===== config.mk =====
export PLATFORM = sky130hd
export DESIGN_NAME = burst_tx
export DESIGN_NICKNAME = d
export VERILOG_FILES = /design/src/rtl/burst_tx_pkg.sv /design/src/rtl/burst_tx_divider.sv /design/src/rtl/burst_tx_buffer.sv /design/src/rtl/burst_tx.sv
export SDC_FILE = /design/constraint.sdc
export NUM_CORES = 1
export LEC_CHECK = 0
export ABC_AREA = 1
export BUFFER_PORTS_ARGS = -buffer_cell sky130_fd_sc_hd__buf_2
export CORE_ASPECT_RATIO = 1.1
export CORE_MARGIN = 8
export CORE_UTILIZATION = 45
export DETAILED_ROUTE_END_ITERATION = 10
export PLACE_DENSITY_LB_ADDON = 0.2
export SLEW_MARGIN = 20
export SYNTH_ARGS = -nofsm -noshare
export SYNTH_HDL_FRONTEND = slang
export SYNTH_SLANG_ARGS = --single-unit

===== constraint.sdc =====
create_clock -name clk -period 3.2 [get_ports clk]
set_input_delay 0.64 -clock clk [delete_from_list [all_inputs] [get_ports clk]]
set_output_delay 0.64 -clock clk [all_outputs]
set_load 0.02 [all_outputs]

===== src/rtl/burst_tx_pkg.sv =====
package burst_tx_pkg;
    localparam int unsigned DEF_WORD_W  = 32;
    localparam int unsigned DEF_N_WORDS = 10;
    localparam int unsigned DEF_CLK_DIV = 4;
endpackage


===== src/rtl/burst_tx_divider.sv =====
module burst_tx_divider #(
    parameter int unsigned CLK_DIV = 4
) (
    input  logic clk,
    input  logic rst,
    input  logic en,
    output logic tick,
    output logic bclk
);
    localparam int unsigned CNT_W = (CLK_DIV > 2) ? $clog2(CLK_DIV) : 1;
    localparam logic [CNT_W-1:0] LAST = CNT_W'(CLK_DIV - 1);
    localparam logic [CNT_W-1:0] HALF = CNT_W'(CLK_DIV / 2);

    logic [CNT_W-1:0] cnt_d, cnt_q;

    always_comb begin
        cnt_d = '0;
        if (en && cnt_q != LAST) begin
            cnt_d = cnt_q + 1'b1;
        end
    end

    always_ff @(posedge clk) begin
        if (rst) cnt_q <= '0;
        else     cnt_q <= cnt_d;
    end

    assign tick = en && (cnt_q == LAST);
    assign bclk = en && (cnt_q < HALF);
endmodule


===== src/rtl/burst_tx_buffer.sv =====
module burst_tx_buffer #(
    parameter int unsigned WORD_W = 32,
    parameter int unsigned DEPTH  = 10
) (
    input  logic              clk,
    input  logic              rst,
    input  logic              wr_en,
    input  logic [WORD_W-1:0] wr_data,
    input  logic              rd_en,
    output logic [WORD_W-1:0] rd_data,
    output logic              full
);
    localparam int unsigned PTR_W = (DEPTH > 2) ? $clog2(DEPTH) : 1;
    localparam int unsigned CNT_W = $clog2(DEPTH + 1);
    localparam logic [PTR_W-1:0] PTR_LAST = PTR_W'(DEPTH - 1);

    typedef struct packed {
        logic [DEPTH-1:0][WORD_W-1:0] mem;
        logic [PTR_W-1:0]             wp;
        logic [PTR_W-1:0]             rp;
        logic [CNT_W-1:0]             cnt;
    } buf_t;

    buf_t s_d, s_q;

    always_comb begin
        s_d = s_q;
        if (wr_en) begin
            s_d.mem[s_q.wp] = wr_data;
            s_d.wp = (s_q.wp == PTR_LAST) ? '0 : s_q.wp + 1'b1;
        end
        if (rd_en) begin
            s_d.rp = (s_q.rp == PTR_LAST) ? '0 : s_q.rp + 1'b1;
        end
        case ({wr_en, rd_en})
            2'b10:   s_d.cnt = s_q.cnt + 1'b1;
            2'b01:   s_d.cnt = s_q.cnt - 1'b1;
            default: s_d.cnt = s_q.cnt;
        endcase
    end

    always_ff @(posedge clk) begin
        if (rst) s_q <= '0;
        else     s_q <= s_d;
    end

    assign rd_data = s_q.mem[s_q.rp];
    assign full    = (s_q.cnt == CNT_W'(DEPTH));
endmodule


===== src/rtl/burst_tx.sv =====
module burst_tx #(
    parameter int unsigned WORD_W  = burst_tx_pkg::DEF_WORD_W,
    parameter int unsigned N_WORDS = burst_tx_pkg::DEF_N_WORDS,
    parameter int unsigned CLK_DIV = burst_tx_pkg::DEF_CLK_DIV
) (
    input  logic              clk,
    input  logic              rst,
    input  logic              in_valid,
    output logic              in_ready,
    input  logic [WORD_W-1:0] in_data,
    input  logic              start,
    output logic              busy,
    output logic              done,
    output logic              bclk,
    output logic              fsync,
    output logic              sdata
);
    localparam int unsigned BIT_W  = (WORD_W > 2) ? $clog2(WORD_W) : 1;
    localparam int unsigned WCNT_W = (N_WORDS > 2) ? $clog2(N_WORDS) : 1;
    localparam logic [BIT_W-1:0]  BIT_LAST  = BIT_W'(WORD_W - 1);
    localparam logic [WCNT_W-1:0] WORD_LAST = WCNT_W'(N_WORDS - 1);

    typedef struct packed {
        logic              busy;
        logic              sync_slot;
        logic [WORD_W-1:0] shreg;
        logic [BIT_W-1:0]  bit_idx;
        logic [WCNT_W-1:0] word_idx;
        logic              sdata;
        logic              fsync;
        logic              done;
    } ser_t;

    ser_t s_d, s_q;

    logic              tick;
    logic              buf_full;
    logic              pop;
    logic [WORD_W-1:0] head;
    logic              push;

    burst_tx_divider #(.CLK_DIV(CLK_DIV)) div_i (
        .clk  (clk),
        .rst  (rst),
        .en   (s_q.busy),
        .tick (tick),
        .bclk (bclk)
    );

    burst_tx_buffer #(.WORD_W(WORD_W), .DEPTH(N_WORDS)) buf_i (
        .clk     (clk),
        .rst     (rst),
        .wr_en   (push),
        .wr_data (in_data),
        .rd_en   (pop),
        .rd_data (head),
        .full    (buf_full)
    );

    assign in_ready = !s_q.busy && !buf_full;
    assign push     = in_valid && in_ready;

    always_comb begin
        s_d      = s_q;
        s_d.done = 1'b0;
        pop      = 1'b0;
        if (!s_q.busy) begin
            if (start && buf_full) begin
                s_d.busy      = 1'b1;
                s_d.sync_slot = 1'b1;
                s_d.fsync     = 1'b1;
                s_d.sdata     = 1'b0;
                s_d.bit_idx   = '0;
                s_d.word_idx  = '0;
            end
        end else if (tick) begin
            s_d.fsync = 1'b0;
            if (s_q.sync_slot || s_q.bit_idx == BIT_LAST) begin
                if (!s_q.sync_slot && s_q.word_idx == WORD_LAST) begin
                    s_d.busy  = 1'b0;
                    s_d.done  = 1'b1;
                    s_d.sdata = 1'b0;
                end else begin
                    pop           = 1'b1;
                    s_d.sdata     = head[WORD_W-1];
                    s_d.shreg     = head << 1;
                    s_d.bit_idx   = '0;
                    s_d.word_idx  = s_q.sync_slot ? '0 : s_q.word_idx + 1'b1;
                    s_d.sync_slot = 1'b0;
                end
            end else begin
                s_d.sdata   = s_q.shreg[WORD_W-1];
                s_d.shreg   = s_q.shreg << 1;
                s_d.bit_idx = s_q.bit_idx + 1'b1;
            end
        end
    end

    always_ff @(posedge clk) begin
        if (rst) s_q <= '0;
        else     s_q <= s_d;
    end

    assign busy  = s_q.busy;
    assign done  = s_q.done;
    assign fsync = s_q.fsync;
    assign sdata = s_q.sdata;
endmodule


-- Word-level counts from Yosys, hierarchy flattened
Cells that the tools add are included.
- $add $sub $neg: 7
- magnitude comparators: 4
- equality and inequality tests: 14
- muxes and demuxes: 26
- bitwise operators: 4
- reductions and logical operators: 20
- operator list (kind ; count):
    $bwmux 320 ; 1
    $bmux 32 s4 ; 1
    $demux 32 s4 ; 1
    $mux 32 ; 2
    $mux 46 ; 1
    $mux 42 ; 1
    $mux 37 ; 1
    $mux 11 ; 2
    $add 4x1->4 const B ; 4
    $eq 4x4->1 const B ; 4
    $mux 4 ; 4
    $lt 4x5->1 const B ; 2
    $logic_and 1x1->1 ; 8
    $mux 1 ; 8
    $pmux 4 s2 ; 1
    $mux 2 ; 3
    $ne 2x2->1 const B ; 3
    $reduce_and 3->1 ; 2
    $add 5x1->5 const B ; 1
    $eq 5x5->1 const B ; 1
    $eq 2x2->1 const B ; 2
    $ge 4x1->1 const B ; 1
    $ne 2x1->1 const B ; 2
    $not 1->1 ; 4
    other kinds (12) ; 15
- register bits after elaboration: 380
- output and inout bits: 6
- logic and storage cells: 97

-- Depth between registers and ports, before layout
Gate-level depths: netlist (run 1).
- depth after elaboration: 8
- depth in mapped cells: 16
- gate-level depth less buffers: 16

-- Cells and area by module
Synthesis (run 1) repeated with hierarchy kept, for this count alone.
- cells, all modules: 2436
- area, all modules: 16774.8 um^2
- modules (own cells, without submodules) (module ; times used ; cells each ; area each (um^2)):
    burst_tx_buffer ; 1 ; 2086 ; 14461.4
    burst_tx ; 1 ; 337 ; 2222.1
    burst_tx_divider ; 1 ; 13 ; 91.3

-- Worst setup path after synthesis (run 1)
OpenSTA, ideal clock, no wires.
- kind: register to register
- start point: register s_q[7] (netlist name)
- end point: register buf_i.s_q[2] (netlist name)
- setup time: 0.115 ns
- arrival: 2.334 ns
- required time: 3.085 ns
- setup slack: 0.751 ns
- stages on the path, launching flop included: 16
- period minus slack after synthesis: 2.449 ns
- cell sequence: dfxtp_1 ha_1 nand2_1 nor2_1 ha_1 nor2_1 nor2_1 nand2_1 inv_1 ha_1 xor2_1 ha_1 a21oi_1 xnor2_1 o21ai_0 inv_1
- cells in the longest elaborated chain, start to end: 7
- elaborated cells between the ends (all ways): 9
- ends and longest elaborated chain (element ; line ; text):
    start, declared ; burst_tx.sv:34 ; ser_t s_d, s_q;
    start signal, assigned ; burst_tx.sv:100 ; if (rst) s_q <= '0;
    start signal, assigned ; burst_tx.sv:101 ; else s_q <= s_d;
    $eq 5x5->1 (*) ; burst_tx.sv:78 ; if (s_q.sync_slot || s_q.bit_idx == BIT_LAST) begin
    $logic_or 1x1->1 (*) ; burst_tx.sv:78 ;
    $mux 1 (*) ; burst_tx.sv:78 ;
    $mux 1 (*) ; burst_tx.sv:76 ; end else if (tick) begin
    $mux 1 (*) ; burst_tx.sv:67 ; if (!s_q.busy) begin
    via buf_i.rd_en ; burst_tx_buffer.sv:9 ; input logic rd_en,
    $eq 2x1->1 / $eq 2x2->1 (equally long branches) ; burst_tx_buffer.sv:35 ; case ({wr_en, rd_en})
    $pmux 4 s2 / $reduce_bool 2->1 (equally long branches) ; -- ;
    end signal, assigned ; burst_tx_buffer.sv:43 ; if (rst) s_q <= '0;
    end signal, assigned ; burst_tx_buffer.sv:44 ; else s_q <= s_d;
    end, declared ; burst_tx_buffer.sv:24 ; buf_t s_d, s_q;
The timed path passes the listed nets; every way through them passes the cells marked *.
A chain may end at the register's enable or synchronous reset.

-- Worst setup path after layout (run 1)
Ends and elaborated chain as after synthesis.

==> impl_metrics.env, run 1 <==
export IMPL_status="finished clean"
export IMPL_muxShareOfSynthArea_pct=0
export IMPL_initial_core_util_pct=45.7
export IMPL_synthFlopType="dfxtp_1"
export IMPL_synth_xor_area_share_pct=0.343
export IMPL_swShare_pct=23.6
export IMPL_overflow=0
export IMPL_cts_max_level=2
export IMPL_maxSlewHeadroom_pct=35.6
export IMPL_antenna_found_initial=1
export IMPL_synth_commonest_cells="nor2_1 (647), nand2_1 (589), dfxtp_1 (379)"
export IMPL_detail_route_first_pass_iterations=7
export IMPL_die_h_um=225
export IMPL_maxCapViolations=0
export IMPL_ys_seq_area_share_pct=42.4
export IMPL_synth_edf_count=0
export IMPL_dpl_hpwl_um=29900
export IMPL_synth_area_leaders="dfxtp_1 (42%), nor2_1 (14%), nand2_1 (12%)"
export IMPL_p_per_area_nw_per_um2=528
export IMPL_drt_first_iter_violations=1357
export IMPL_track_usage_pct=23.4
export IMPL_crit_path_end_kind="flop"
export IMPL_drv_slew=0
export IMPL_drive_gt1_share_pct=7.01
export IMPL_required_ps=3630
export IMPL_clkPwrFrac_pct=47.5
export IMPL_synth_top_cell_by_area="dfxtp_1"
export IMPL_synthSimpleGateAreaFrac_pct=34.5
export IMPL_viasPerCell=5.25
export IMPL_post_dp_cell_area_um2=18200
export IMPL_hold_class="flop to flop"
export IMPL_critPathKind="flop to flop"
export IMPL_period_share_pct=79.9
export IMPL_fmax_mhz=391
export IMPL_yosysWarnings=0
export IMPL_worst_pin_slew_ps=966
export IMPL_grt_pass1_wl_um=87800
export IMPL_setup_violations_final=0
export IMPL_p_switching_uw=2440
export IMPL_rsz0062_at_grt="no"
export IMPL_fin_tns_setup_ps=0
export IMPL_grt_pass1_vias=16090
export IMPL_cts_root_buf="clkbuf_16"
export IMPL_post_cts_setup_buffers=0
export IMPL_cts_buffers=43
export IMPL_clk_pin_slew_ps=60
export IMPL_nNetsFinal=2724
export IMPL_netlist_area_um2=17900
export IMPL_p_leak_uw=0.00849
export IMPL_p_seq_share_pct=47.2
export IMPL_clock_latency_ps=550
export IMPL_ys_types=29
export IMPL_die_area_um2=46400
export IMPL_final_hold_viol_count=0
export IMPL_fp_row_count=76
export IMPL_cp_start_kind="flop"
export IMPL_route_detailed_drc=0
export IMPL_peakVddDrop_uv=446
export IMPL_async_reset_ff_share_pct=0
export IMPL_place_port_buffers=41
export IMPL_intPower_uw=7900
export IMPL_synth_top_area_share_pct=42.4
export IMPL_ant_nets=0
export IMPL_ctsResizeCount=0
export IMPL_hold_ws_ps=431
export IMPL_clock_sinks=379
export IMPL_grt_max_degree=163
export IMPL_core_um2=39200
export IMPL_crit_arrival_ps=2990
export IMPL_routed_wl_um=54400
export IMPL_yosysMostFrequentCell="nor2_1"
export IMPL_synth_top_family_by_area="simple AND/OR/NAND/NOR gates"
export IMPL_vias=16896
export IMPL_crit_fanout=4
export IMPL_ios=42
export IMPL_synth_compound_area_share_pct=11.6
export IMPL_clk_path_buf_depth=3
export IMPL_synth_fa_ha_area_share_pct=0.559
export IMPL_area_growth_pct=9.33
export IMPL_final_area_um2=19600
export IMPL_die_w_um=206
export IMPL_report_power_total_uw=10300
export IMPL_wire_per_inst_um=16.9
export IMPL_avgSynthCellArea_um2=6.48
export IMPL_routabilityCongestion=0.800
export IMPL_synthCells=2762
export IMPL_cts_tree="built"
export IMPL_ys_seq_elements=379
export IMPL_min_period_ps=2560
export IMPL_comb_power_share_pct=5.4
export IMPL_cts_hold_buf=0
export IMPL_syn_num_nets=2806
export IMPL_clock_skew_ps=13.0
through the flow:
| stage | utilization [%] | worst slack, ps | cells |
|---|---|---|---|
| CTS | 49.9 | 650 | 3218 |
| global placement | 46.4 | 735 | 3142 |
| floorplan | - | 751 | 2762 |
| global route | 49.9 | 354 | 3219 |
| detailed placement | 46.4 | 681 | 3142 |
| finish | 49.9 | 644 | 3219 |
layout make-up:
type,count,area (µm²)
clock buffers,69,1340
multi-input cells,1944,8430
clock inverters,7,60.1
well taps,507,634
flip-flops and latches,379,7590
repair buffers,84,643
inverters,228,863
fillers,3962,19600
diodes,1,2.50
kinds of logic after synthesis:
group                    Yosys count
AND/OR/NAND/NOR                 1517
AO/OA/AOI/OAI                    412
adder cells (fa/ha/maj)            8
flip-flops                       379
XOR/XNOR                           7
buffers and inverters            439
flip-flops by register name (all words and copies together), names as in the netlist:
name	count
buf_i.s_q	332
div_i.cnt_q	2
fsync	1
busy	1
s_q	41
sdata	1
done	1
per-layer routing:
layer / wire length [µm] / share of wire [%] / GRT usage, %
met1: 23500 / 43 / 29.7
met2: 25600 / 47 / 39.4
met3: 3600 / 6.6 / 3.81
met4: 1700 / 3.1 / 8.73
met5: 0 / 0 / 0
final timing paths:
check / to / cells past startpoint / startpoint / slack [ps]
min reg2reg: div_i.cnt_q[0]$_SDFF_PP0_ / 1 / div_i.cnt_q[0]$_SDFF_PP0_ / 430
max: buf_i.s_q[2]$_SDFFE_PP0P_ / 15 / s_q[7]$_SDFFE_PP0P_ / 640
max reg2reg: buf_i.s_q[2]$_SDFFE_PP0P_ / 15 / s_q[7]$_SDFFE_PP0P_ / 640
min: div_i.cnt_q[0]$_SDFF_PP0_ / 1 / div_i.cnt_q[0]$_SDFF_PP0_ / 430
critical path: stages (launching register included):
cell     delay [ps]
dfxtp_1         380
ha_1            200
nand2_1          60
nor2_1           90
ha_1            220
nor2_4           40
nor2_1          140
nand2_1         120
inv_1            90
ha_1            220
xor2_1          280
ha_1            200
a21oi_1          50
xnor2_1         150
o21ai_0         150
inv_1            50
cell usage in the layout (no fill, tap or decap), types with 8 or more instances in the layout:
master,n
ha_1,8
o21ai_1,47
dfxtp_1,376
clkbuf_1,12
nand3_1,244
nor2_2,17
clkbuf_16,45
clkbuf_8,12
o21ai_0,251
nor2_1,646
nand2_1,588
buf_4,35
buf_2,40
a21oi_1,113
inv_1,220
buf_12,9
power groups by stage:
stage	combinational (µW)	clock (µW)	sequential [µW]
floorplan	392	0	4960
detailed placement	553	0	4980
CTS	556	4980	4870
finish	557	4900	4870
global placement	542	0	4970
global route	622	5180	4880
(Power assumes the default switching activity.)
==> run 2, diff against run 1 <==
==> constraint.sdc (replaced) <==
create_clock -name clk -period 2.2 [get_ports clk]
set_input_delay 0.44 -clock clk [delete_from_list [all_inputs] [get_ports clk]]
set_output_delay 0.44 -clock clk [all_outputs]
set_load 0.02 [all_outputs]
==> run 2 against run 1 <==
The flow now finishes with violations (negative setup slack). Die area unchanged. Register-to-register slack got worse by 680 ps. Sequential share of layout area decreased by 0.80 points. Core utilization increased by 1.1 points. Non-clock buffer count increased by 34. Count of clock-buffer cells in the layout decreased by 10. Routed wire length increased by 2.9%. First-iteration DRC count increased by 2.4%. Worst setup slack got worse by 680 ps. Flip-flop and latch count unchanged. Highest routed layer unchanged. Largest power group is now sequential cells.
==> impl_metrics.env, run 2 (synthesized netlist as in run 1, its figures left out) <==
export IMPL_status="finished with violations"
export IMPL_violations="negative setup slack"
export IMPL_die_h_um=225
export IMPL_overflow=0
export IMPL_hp_start="rst"
export IMPL_clock_skew_ps=15.2
export IMPL_grt_pass1_wl_um=89000
export IMPL_reg2reg_slack_ps=-30
export IMPL_largest_register="buf_i.s_q"
export IMPL_layout_common_cells="nor2_1 (643), nand2_1 (586), dfxtp_1 (374), o21ai_0 (249), nand3_1 (243)"
export IMPL_multi_input_area_um2=8530
export IMPL_grt_pass1_vias=16291
export IMPL_peakVddDrop_uv=764
export IMPL_antenna_found_initial=0
export IMPL_swShare_pct=23.8
export IMPL_crit_path_end_kind="flop"
export IMPL_maxSlewHeadroom_pct=29.8
export IMPL_setup_violations_final=1
export IMPL_cp_slowest_stage_delay_ps=350
export IMPL_fmax_mhz=448
export IMPL_p_switching_uw=3550
export IMPL_report_power_total_uw=14900
export IMPL_die_w_um=206
export IMPL_clock_sinks=379
export IMPL_critPathKind="flop to flop"
export IMPL_cp_start_kind="flop"
export IMPL_route_detailed_drc=0
export IMPL_antenna_cells=0
export IMPL_reg2reg_depth=17
export IMPL_dpl_hpwl_um=31500
export IMPL_utilization_pct=51.0
export IMPL_area_growth_pct=11.7
export IMPL_hold_depth=2
export IMPL_cts_root_buf="clkbuf_16"
export IMPL_r2r_end="buf_i.s_q[3]$_SDFFE_PP0P_"
export IMPL_clk_path_buf_depth=3
export IMPL_core_um2=39200
export IMPL_track_usage_pct=24.0
export IMPL_intPower_uw=11400
export IMPL_viasPerCell=5.25
export IMPL_final_hold_viol_count=0
export IMPL_ios=42
export IMPL_routabilityCongestion=0.830
export IMPL_p_leak_uw=0.00868
export IMPL_crit_fanout=3
export IMPL_clock_latency_ps=560
export IMPL_detail_route_first_pass_iterations=9
export IMPL_worst_pin_slew_ps=1050
export IMPL_reg_largest_list="buf_i.s_q (332), s_q (41), div_i.cnt_q (2)"
export IMPL_fp_row_count=76
export IMPL_startpoint="s_q[8]$_SDFFE_PP0P_"
export IMPL_worstPathCellList="ha_4 > nand2_2 > nor2_2 > ha_2 > nor2_4 > nor2_4 > nand2_2 > inv_2 > ha_4 > buf_12 > xor2_4 > nand3_1 > nand2_1 > nand3_2 > nand2_1 > nand2_1 > nor2_1"
export IMPL_vias=17060
export IMPL_cts_buffers=43
export IMPL_rr_startpoint="s_q[8]$_SDFFE_PP0P_"
export IMPL_initial_core_util_pct=45.7
export IMPL_min_period_ps=2230
export IMPL_seq_area_um2=7600
export IMPL_die_area_um2=46400
export IMPL_cp_slowest_cell="dfxtp_2"
export IMPL_clkPwrFrac_pct=46.8
export IMPL_cts_max_level=2
export IMPL_clk_pin_slew_ps=60
export IMPL_nNetsFinal=2758
export IMPL_final_common_cell="nor2_1"
export IMPL_place_port_buffers=41
export IMPL_wire_per_inst_um=17.2
export IMPL_hold_class="primary input to flop"
export IMPL_p_per_area_nw_per_um2=746
export IMPL_final_setup_worst_slack_ps=-34.5
export IMPL_cts_hold_buf=0
export IMPL_cts_tree="built"
export IMPL_min_to="fsync$_SDFFE_PP0P_"
export IMPL_num_fill_cells=3916
export IMPL_drt_first_iter_violations=1390
export IMPL_required_ps=2700
export IMPL_cpMostUsedCell="nand2_1"
export IMPL_comb_power_share_pct=5.7
export IMPL_p_seq_share_pct=47.6
export IMPL_maxCapViolations=0
export IMPL_period_share_pct=102
export IMPL_largest_reg_flops=332
export IMPL_grt_max_degree=93
export IMPL_crit_arrival_ps=2730
export IMPL_drv_slew=0
export IMPL_routed_wl_um=56000
export IMPL_drive_gt1_share_pct=8.90
export IMPL_rsz0062_at_grt="yes"
export IMPL_ant_nets=0
[run 2: power groups by stage]
stage               Combinational (µW)  Clock (µW)  Sequential [µW]
finish                             844        6970             7090
global route                       937        7400             7100
CTS                                836        7120             7090
detailed placement                 826           0             7230
global placement                   811           0             7230
floorplan                          572           0             7220
[run 2: what timing repair did]
item,4_1_cts,5_1_grt
gates resized for setup,6,12
pin swaps,6,11
setup endpoints to repair,6,11
buffers inserted,1,3
[run 2: critical path, delay by kind of cell (launching register included)]
kind / cells / cell delay, ps
simple gates: 11 / 900
fa+ha+maj: 3 / 540
flops: 1 / 350
buf+inv: 2 / 180
xor+xnor: 1 / 180
[run 2: worst max path at each step]
stage	endpoint	cells after the start
finish	buf_i.s_q[3]$_SDFFE_PP0P_	17
global route	buf_i.s_q[3]$_SDFFE_PP0P_	17
CTS	buf_i.s_q[2]$_SDFFE_PP0P_	15
detailed placement	buf_i.s_q[2]$_SDFFE_PP0P_	15
global placement	sdata$_SDFFE_PP0P_	13
floorplan	buf_i.s_q[2]$_SDFFE_PP0P_	15
[run 2: cell type report]
type / count / share of cell area (%)
clock buffers: 59 / 6.30
clock inverters: 14 / 0.488
inverters: 228 / 4.32
multi-input cells: 1944 / 42.7
flip-flops and latches: 379 / 38.0
well taps: 507 / 3.17
repair buffers: 118 / 5.02
[run 2: stage by stage]
stage	cells	setup WS [ps]	TNS, ps	hold WS [ps]	cell area (µm²)
3_5_place_dp	3172	-86.4	-262	420	18500
6_report	3249	-34.5	-34.5	205	20000
5_1_grt	3249	-164	-756	213	20000
4_1_cts	3246	-5.27	-5.27	193	19900
3_3_place_gp	3172	-59.5	-59.5	416	18500
2_1_floorplan	2762	10.6	0	405	17900
[run 2: layer usage]
| metal | up-vias | global-route usage (%) | share of wire (%) |
|---|---|---|---|
| met5 | - | 0 | 0 |
| met4 | 0 | 8.91 | 3.2 |
| met3 | 131 | 4.03 | 6.4 |
| met2 | 558 | 40.3 | 47 |
| met1 | 7877 | 30.4 | 43 |
| li1 | 8494 | - | - |
==> run 3, diff against run 2 <==
--- a/config.mk
+++ b/config.mk
@@ -9,9 +9,10 @@
 export BUFFER_PORTS_ARGS = -buffer_cell sky130_fd_sc_hd__buf_2
 export CORE_ASPECT_RATIO = 1.1
 export CORE_MARGIN = 8
-export CORE_UTILIZATION = 45
+export CORE_UTILIZATION = 57
 export DETAILED_ROUTE_END_ITERATION = 10
 export PLACE_DENSITY_LB_ADDON = 0.2
+export REMOVE_ABC_BUFFERS = 1
 export SLEW_MARGIN = 20
 export SYNTH_ARGS = -nofsm -noshare
 export SYNTH_HDL_FRONTEND = slang
==> run 3 against run 2 <==
The flow now finishes without violations. Non-clock buffer count decreased by 6. Design area decreased by 1.3%. Count of clock-buffer cells in the layout increased by 1. Core utilization increased by 12 points. Sequential power about the same. First-iteration DRC count increased by 23%.
==> impl_metrics.env, run 3 (synthesized netlist as in run 1, its figures left out) <==
export IMPL_cts_tree="built"
export IMPL_crit_path_end_kind="flop"
export IMPL_die_area_um2=37300
export IMPL_hold_ws_ps=281
export IMPL_p_leak_uw=0.00862
export IMPL_num_fill_cells=2854
export IMPL_cp_top_family="simple AND/OR/NAND/NOR gates"
export IMPL_cp_start_kind="flop"
export IMPL_largest_reg_flops=332
export IMPL_track_usage_pct=27.7
export IMPL_p_switching_uw=3440
export IMPL_cp_slowest_cell="dfxtp_2"
export IMPL_cp_slowest_stage_delay_ps=330
export IMPL_worst_path_buf_inv=2
export IMPL_die_w_um=185
export IMPL_period_share_pct=99.0
export IMPL_hp_start="in_data[2]"
export IMPL_place_port_buffers=41
export IMPL_report_power_total_uw=14500
export IMPL_cpMostUsedCell="nand3_1"
export IMPL_ios=42
export IMPL_p_seq_share_pct=48.8
export IMPL_intPower_uw=11100
export IMPL_swShare_pct=23.7
export IMPL_layout_common_cells="nor2_1 (643), nand2_1 (586), dfxtp_1 (375), o21ai_0 (249), nand3_1 (244)"
export IMPL_setup_violations_final=0
export IMPL_clock_sinks=379
export IMPL_final_setup_worst_slack_ps=21.9
export IMPL_grt_pass1_vias=16492
export IMPL_min_to="buf_i.s_q[238]$_SDFFE_PP0P_"
export IMPL_grt_pass1_wl_um=85800
export IMPL_crit_arrival_ps=2570
export IMPL_cts_hold_buf=0
export IMPL_status="finished clean"
export IMPL_clock_latency_ps=530
export IMPL_fmax_mhz=459
export IMPL_antenna_cells=0
export IMPL_clk_pin_slew_ps=60
export IMPL_wire_per_inst_um=16.5
export IMPL_p_per_area_nw_per_um2=737
export IMPL_vias=17418
export IMPL_rr_startpoint="s_q[8]$_SDFFE_PP0P_"
export IMPL_post_dp_cell_area_um2=18300
export IMPL_reg_largest_list="buf_i.s_q (332), s_q (41), div_i.cnt_q (2)"
export IMPL_maxSlewHeadroom_pct=42.5
export IMPL_min_period_ps=2180
export IMPL_reg2reg_slack_ps=20
export IMPL_reg2reg_depth=11
export IMPL_worst_pin_slew_ps=861
export IMPL_maxCapViolations=0
export IMPL_drv_slew=0
export IMPL_drt_first_iter_violations=1708
export IMPL_ant_nets=0
export IMPL_rsz0062_at_grt="yes"
export IMPL_r2r_end="s_q[7]$_SDFFE_PP0P_"
export IMPL_die_h_um=202
export IMPL_clkPwrFrac_pct=45.5
export IMPL_required_ps=2590
export IMPL_routabilityCongestion=0.808
export IMPL_final_area_um2=19700
export IMPL_viasPerCell=5.52
export IMPL_cts_root_buf="clkbuf_16"
export IMPL_route_detailed_drc=0
export IMPL_critPathKind="flop to flop"
export IMPL_worstPathCellList="ha_4 > nand2_2 > nor2_2 > ha_2 > nor2_4 > buf_6 > inv_1 > nand3_1 > nand3_1 > a21oi_1 > nor2_1"
export IMPL_hold_class="primary input to flop"
export IMPL_clk_path_buf_depth=3
export IMPL_nNetsFinal=2749
export IMPL_clock_skew_ps=12.8
export IMPL_crit_fanout=33
export IMPL_routed_wl_um=51900
export IMPL_overflow=0
export IMPL_drive_gt1_share_pct=8.41
export IMPL_final_hold_viol_count=0
export IMPL_cts_buffers=40
export IMPL_utilization_pct=63.4
export IMPL_area_growth_pct=10.2
export IMPL_comb_power_share_pct=5.7
export IMPL_antenna_found_initial=0
export IMPL_fp_row_count=68
export IMPL_peakVddDrop_uv=652
export IMPL_largest_register="buf_i.s_q"
export IMPL_detail_route_first_pass_iterations=6
export IMPL_hold_depth=3
export IMPL_pre_cts_slack_ps=-135
export IMPL_grt_max_degree=76
export IMPL_dpl_hpwl_um=29700
export IMPL_cts_max_level=2
export IMPL_core_um2=31100
export IMPL_initial_core_util_pct=57.5
export IMPL_final_common_cell="nor2_1"
run 3: cell count changes in the layout (fill, tap and decap cells not counted), moves of 4 or more:
cell	before	now
clkbuf_1	6	10
buf_4	60	55
clkbuf_16	45	41
clkinv_2	12	8
run 3: stage by stage:
step	setup TNS [ps]	instances
after CTS	-2.14	3153
after floorplan	-246180	2551
after global placement	-77.4	3082
after global routing	-570	3154
after detailed placement	-261	3082
final	0	3154
run 3: worst max-delay path by stage:
stage | from | cells after the start | to
2_1_floorplan | buf_i.s_q[4]$_SDFFE_PP0P_ | 8 | s_q[38]$_SDFFE_PP0P_
3_3_place_gp | s_q[7]$_SDFFE_PP0P_ | 15 | buf_i.s_q[2]$_SDFFE_PP0P_
3_5_place_dp | s_q[7]$_SDFFE_PP0P_ | 15 | buf_i.s_q[2]$_SDFFE_PP0P_
4_1_cts | s_q[7]$_SDFFE_PP0P_ | 15 | buf_i.s_q[2]$_SDFFE_PP0P_
5_1_grt | s_q[8]$_SDFFE_PP0P_ | 11 | s_q[7]$_SDFFE_PP0P_
6_report | s_q[8]$_SDFFE_PP0P_ | 11 | s_q[7]$_SDFFE_PP0P_
run 3: power by group through the flow:
stage	clock (µW)	sequential, µW	combinational (µW)
after detailed placement	0	7240	814
after CTS	6670	7090	823
after global placement	0	7230	798
final	6620	7090	834
after floorplan	0	7220	430
after global routing	6970	7110	934
run 3: routing by layer:
layer | GRT usage [%] | part of all wire [%] | up-vias
met2 | 45.2 | 46 | 747
met5 | 0 | 0 | -
met1 | 36.4 | 42 | 8056
met4 | 11.4 | 3.8 | 0
met3 | 3.79 | 8.5 | 139
li1 | - | - | 8476
run 3: area by class of cell:
cell class	count	area, µm²	share of cell area [%]
Inverter	228	863	4.38
Clock inverter	11	86.3	0.438
Clock buffer	60	1190	6.02
Multi-Input combinational cell	1944	8530	43.2
Timing Repair Buffer	112	945	4.79
Tap cell	420	526	2.66
Sequential cell	379	7590	38.5
run 3: repair_timing:
action                                 CTS  global route
setup endpoints to repair               14            44
buffers inserted                         0             1
endpoints found under the hold margin    0             0
gates resized for setup                  9            16
pin swaps                                1             9
run 3: worst min-delay path: stages:
cell	delay, ps
buf_2	160
nor2_1	110
nor2_1	50
